===== src/rtl/pti_pkg.sv =====
`timescale 1ns/1ps
package pti_pkg;

    localparam int PTI_RATES = 6;

    typedef enum logic {
        ROUTE_MAIN = 1'b0,
        ROUTE_MFO  = 1'b1
    } route_e;

    typedef struct packed {
        logic main;
        logic mfo;
    } irq_pins_t;

    // Steer a level onto one of the two interrupt pins.
    function automatic irq_pins_t steer(input logic level, input route_e sel);
        irq_pins_t p;
        p.main = level & (sel == ROUTE_MAIN);
        p.mfo  = level & (sel == ROUTE_MFO);
        return p;
    endfunction

endpackage


===== src/rtl/pti_rate_flags.sv =====
`timescale 1ns/1ps
module pti_rate_flags #(
    parameter int N = pti_pkg::PTI_RATES
) (
    input  logic         clk,
    input  logic         rst,
    input  logic [N-1:0] tick,
    input  logic         access,
    output logic [N-1:0] flags
);
    // One sticky bit per rate. When a tick and a clear arrive together, the tick wins.
    for (genvar i = 0; i < N; i++) begin : g_rate
        logic bit_q;
        always_ff @(posedge clk) begin
            if (rst)
                bit_q <= 1'b0;
            else if (tick[i])
                bit_q <= 1'b1;
            else if (access)
                bit_q <= 1'b0;
        end
        assign flags[i] = bit_q;
    end
endmodule


===== src/rtl/pti_summary.sv =====
`timescale 1ns/1ps
module pti_summary #(
    parameter int N = pti_pkg::PTI_RATES
) (
    input  logic         clk,
    input  logic         rst,
    input  logic [N-1:0] tick,
    input  logic [N-1:0] enable,
    input  logic         ack,
    output logic         pending
);
    logic hit;
    logic pend_q;

    assign hit = |(tick & enable);

    always_ff @(posedge clk) begin
        if (rst)
            pend_q <= 1'b0;
        else if (hit)
            pend_q <= 1'b1;
        else if (ack)
            pend_q <= 1'b0;
    end

    assign pending = pend_q;
endmodule


===== src/rtl/pti_route.sv =====
`timescale 1ns/1ps
module pti_route (
    input  logic level,
    input  logic sel_mfo,
    output logic pin_main,
    output logic pin_mfo
);
    import pti_pkg::*;
    irq_pins_t pins;
    route_e    sel;

    assign sel      = sel_mfo ? ROUTE_MFO : ROUTE_MAIN;
    assign pins     = steer(level, sel);
    assign pin_main = pins.main;
    assign pin_mfo  = pins.mfo;
endmodule


===== src/rtl/pti_unit.sv =====
`timescale 1ns/1ps
module pti_unit #(
    parameter int N = pti_pkg::PTI_RATES
) (
    input  logic         clk,
    input  logic         rst,
    input  logic [N-1:0] tick_i,
    input  logic [N-1:0] rate_en_i,
    input  logic         route_mfo_i,
    input  logic         pflag_rd_i,
    input  logic         pflag_wr_i,
    input  logic         stat_wr_i,
    input  logic         stat_wbit_i,
    output logic [N-1:0] pflag_o,
    output logic         sum_flag_o,
    output logic         irq_main_o,
    output logic         irq_mfo_o
);
    logic flag_access;
    logic sum_ack;

    assign flag_access = pflag_rd_i | pflag_wr_i;
    assign sum_ack     = stat_wr_i & stat_wbit_i;

    pti_rate_flags #(.N(N)) u_flags (
        .clk    (clk),
        .rst    (rst),
        .tick   (tick_i),
        .access (flag_access),
        .flags  (pflag_o)
    );

    pti_summary #(.N(N)) u_sum (
        .clk     (clk),
        .rst     (rst),
        .tick    (tick_i),
        .enable  (rate_en_i),
        .ack     (sum_ack),
        .pending (sum_flag_o)
    );

    pti_route u_route (
        .level    (sum_flag_o),
        .sel_mfo  (route_mfo_i),
        .pin_main (irq_main_o),
        .pin_mfo  (irq_mfo_o)
    );
endmodule


===== config.mk =====
export PLATFORM = sky130hd
export DESIGN_NAME = pti_unit
export DESIGN_NICKNAME = d
export VERILOG_FILES = /design/src/rtl/pti_pkg.sv /design/src/rtl/pti_rate_flags.sv /design/src/rtl/pti_summary.sv /design/src/rtl/pti_route.sv /design/src/rtl/pti_unit.sv
export SDC_FILE = /design/constraint.sdc
export NUM_CORES = 1
export LEC_CHECK = 0
export ABC_CLOCK_PERIOD_IN_PS = 1620
export BUFFER_PORTS_ARGS = -buffer_cell sky130_fd_sc_hd__clkbuf_2
export CORE_AREA = 2 2 39 41
export DETAILED_ROUTE_END_ITERATION = 8
export DIE_AREA = 0 0 41 43
export PLACE_DENSITY_LB_ADDON = 0.2
export SLEW_MARGIN = 40
export SYNTH_ARGS = -nofsm -noshare
export SYNTH_HDL_FRONTEND = slang
export SYNTH_SLANG_ARGS = --single-unit

===== constraint.sdc =====
create_clock -name clk -period 1.62 [get_ports clk]
set_clock_uncertainty 0.2 [all_clocks]
set_input_delay 0.324 -clock clk [delete_from_list [all_inputs] [get_ports clk]]
set_output_delay 0.324 -clock clk [all_outputs]
set_load 0.02 [all_outputs]

# Word-level counts from Yosys, hierarchy flattened
# Cells that the tools add are included.
dict set report totals {
  reg_bits 7
  in_bits 19
  output_inout_bits 9
  wordCells 31
}
dict set report classes {
  mux 10
  bitwise 6
  n_reduce_logical 8
}
# op n
set op_table {}
lappend op_table {{$reduce_bool 2->1} 7}
lappend op_table {{$mux 1} 10}
lappend op_table {{$and 6x6->6} 1}
lappend op_table {{$reduce_or 6->1} 1}
lappend op_table {{$and 1x1->1} 3}
lappend op_table {{$not 1->1} 1}
lappend op_table {{$or 1x1->1} 1}

# Logic depth before layout (Yosys ltp)
dict set report logic_depth {
  word_depth 3
  depth_mapped 2
  mapped_depth_nobuf 2
}

# Cells and area by module
# From an unflattened synthesis, not the netlist that was laid out.
dict set report unflattened {
  cells_unflattened 40
  hier_area_um2 339.1
}
# mod instances cells_per_inst area_per_inst_um2 seq_area_each_um2
set modules_own_cells {}
lappend modules_own_cells {pti_rate_flags 1 30 255.2 120.1}
lappend modules_own_cells {pti_summary 1 6 55.1 20.0}
lappend modules_own_cells {pti_route 1 2 16.3 0.0}
lappend modules_own_cells {pti_unit 1 2 12.5 0.0}

# Least setup slack after synthesis
# No wires, ideal clock.
dict set report synth_timing {
  path_type {reg-to-output}
  from {reg u_sum.pend_q, in the netlist u_sum.pending}
  to {out irq_main_o}
  arrival_ns 0.809
  required_ns 1.096
  setup_slack_ns 0.287
  stages_incl_launch_ff 2
  path_buffers 0
  cell_sequence {dfxtp_1 -> nor2b_1}
}
dict set report synth_via {
  elab_chain_cells 1
}
# element line
set synth_lines {}
lappend synth_lines {{start, declared} pti_summary.sv:13} ;# logic pend_q;
lappend synth_lines {{start signal, assigned} pti_summary.sv:19} ;# pend_q <= 1'b0;
lappend synth_lines {{start signal, assigned} pti_summary.sv:21} ;# pend_q <= 1'b1;
lappend synth_lines {{start signal, assigned} pti_summary.sv:23} ;# pend_q <= 1'b0;
lappend synth_lines {{$and 1x1->1} pti_pkg.sv:19} ;# p.main = level & (sel == ROUTE_MAIN);
lappend synth_lines {{end, declared} pti_unit.sv:16} ;# output logic irq_main_o,
# No other way between the ends.

# Final worst setup path
# Ends and elaborated chain as after synthesis.

==> results.cfg <==
[die]
fp.dieW_um = 41
row_count = 14
top_level_ports = 28
core-area_um2 = 1384
die_area_um2 = 1763
start_util_pct = 24.86
die_h_um = 43

[detailed_routing]
avgViaCountPerCell = 4.316
detail_route.first_pass.iterations = 4
final_antenna_net_count = 0
drcViolationCount = 0
drt-total-wl_um = 733
avgRoutedWirePerCell_um = 9.278
drt_iter0_drc = 4
vias = 341

[worst_setup_path]
cp-end-kind = primary output
path_max_fanout = 4
regToRegSetupSlack_ps = 550
critPathKind = reg2out
arrival_ps = 880
crit_required_ps = 1100
startpoint_type = register

[sta]
slew_viol_final = 0
slew_headroom_pct = 87.86
holdWs_ps = 101.1
fin_crit_ps = 1409
finalCritPeriodShare_pct = 86.95
worstMarginPinSlew_ps = 182.1
hold_viol = 0
tns_ps = 0
rsz0062_at_grt = false
setup_viol = 0
max_freq_mhz = 709.9

[final_layout]
multi_input_area_um2 = 136.4
syn_to_final_growth_pct = 39.64
diodes = 0
drive_above_1_share_pct = 49.21
fin_cells = 79
nNetsFinal = 83
nFillCells = 157
regArea_um2 = 140.1

[pwr]
seq_power_share_pct = 44.3
p_switching_mw = 0.1099
p_leak_nw = 0.2584
ir_worst_vdd_mv = 0.4673
p_int_mw = 0.3161
swShare_pct = 25.80
p_comb_share_pct = 19.0
finalPower_mw = 0.4260
clkPwrFrac_pct = 36.7
power_density_nw_per_um2 = 886.6

[yosys]
ys_seq_area_share_pct = 40.73
yosys_warnings = 0
synth_seq_cells = 7
postSynthCellCount = 38
syn_nets = 57
synth_cell_type_count = 10
synth.avg_cell_area_um2 = 9.055
syn_area_um2 = 344.1

[clocking]
ctsHtreeMaxLevel = 1
cts_tree = yes
cts_resized = 0
clock_sinks = 7
clock_latency_ps = 250
cts_buffers = 3
clockRootBuffer = clkbuf_4
clock_path_buffers = 2
cts_hold_buf = 0
post_cts_buffers = 0
path_clk_slew_ps = 50

[global_route]
grt_max_degree = 8
antenna_found_initial = 0
grt_usage_pct = 10.65
grt_first_pass_wirelength_mm = 1.193
grt.overflow.total = 0
grt_pass1_vias = 316

[hold_path]
min_path_type = in2reg

[place]
gp_congestion = 0.6664
port-buffer-count = 27
dp_hpwl_um = 614.7
dp_cells = 75

[run_status]
outcome = finished, final reports clean

[flow_run]
drv_cap = 0
[cells in the final DEF, fill, tap and decap left out]
master / count
clkbuf_2: 27
dfxtp_1: 7
inv_1: 6
or3b_1: 6
a21oi_1: 6
a22oi_1: 3
clkbuf_4: 3
nor2b_1: 1
and2_1: 1
a21bo_2: 1
a41oi_1: 1
clkbuf_1: 1
[layout make-up]
| cell class | count | share of cell area [%] |
|---|---|---|
| tap | 16 | 4.167 |
| timing repair buffer | 27 | 28.13 |
| inverter | 6 | 4.687 |
| clock buffer | 4 | 5.469 |
| multi-input combinational | 19 | 28.39 |
| sequential | 7 | 29.17 |
[metrics by stage]
stage | area (um2) | setup WS, ps | util, %
6_report | 480.5 | 211.3 | 34.72
5_1_grt | 480.5 | 119.3 | 34.72
4_1_cts | 480.5 | 194.0 | 34.72
3_5_place_dp | 454.2 | 386.3 | 32.82
3_3_place_gp | 454.2 | 393.5 | 32.82
2_1_floorplan | 344.1 | 287.0 | -
[kinds of logic (layout without fill, tap and decap cells)]
logic type / after synthesis / in the layout / synth area share, %
compound gates: 11 / 11 / 20.73
flops: 7 / 7 / 40.73
buf+inv: 12 / 37 / 19.63
simple gates: 8 / 8 / 18.91
[per-layer routing]
metal,wire (um),track usage (%),part of all wire (%)
met5,0,0,0
met4,0,4.000,0
met3,88,9.948,12
met2,353,15.63,48
met1,291,10.00,40
[worst max-delay path: stages, from the launching register on]
cell	delay, ps
dfxtp_1	340
nor2b_1	130
clkbuf_2	170
[synthesized netlist by cell type]
| library cell | instances | area, um2 |
|---|---|---|
| a41oi_1 | 1 | 8.760 |
| a22oi_1 | 3 | 22.52 |
| inv_1 | 6 | 22.52 |
| and2_1 | 1 | 6.260 |
| buf_4 | 6 | 45.04 |
| or3b_1 | 6 | 52.55 |
| nor2b_1 | 1 | 6.260 |
| a21oi_1 | 6 | 30.03 |
| dfxtp_1 | 7 | 140.1 |
| a21bo_2 | 1 | 10.01 |
[registers in the layout (all words and copies together) (netlist names)]
| signal | count |
|---|---|
| u_flags.g_rate.bit_q | 6 |
| u_sum.pending | 1 |
[power by group through the flow]
stage	Combinational (mW)	Sequential [mW]	Clock [mW]
2_1_floorplan	0.0491	0.194	0
3_3_place_gp	0.0821	0.193	0
3_5_place_dp	0.0825	0.192	0
4_1_cts	0.0829	0.189	0.165
5_1_grt	0.0907	0.190	0.177
6_report	0.0810	0.189	0.156
[final timing paths]
check | from | endpoint | cells after the start
max | u_sum.pending | irq_main_o | 2
min | tick_i[5] | u_flags.g_rate[5].bit_q | 3
max reg2reg | u_flags.g_rate[2].bit_q | u_flags.g_rate[2].bit_q | 2
min reg2reg | u_flags.g_rate[4].bit_q | u_flags.g_rate[4].bit_q | 2
No activity file was read; power rests on OpenSTA's default activity.
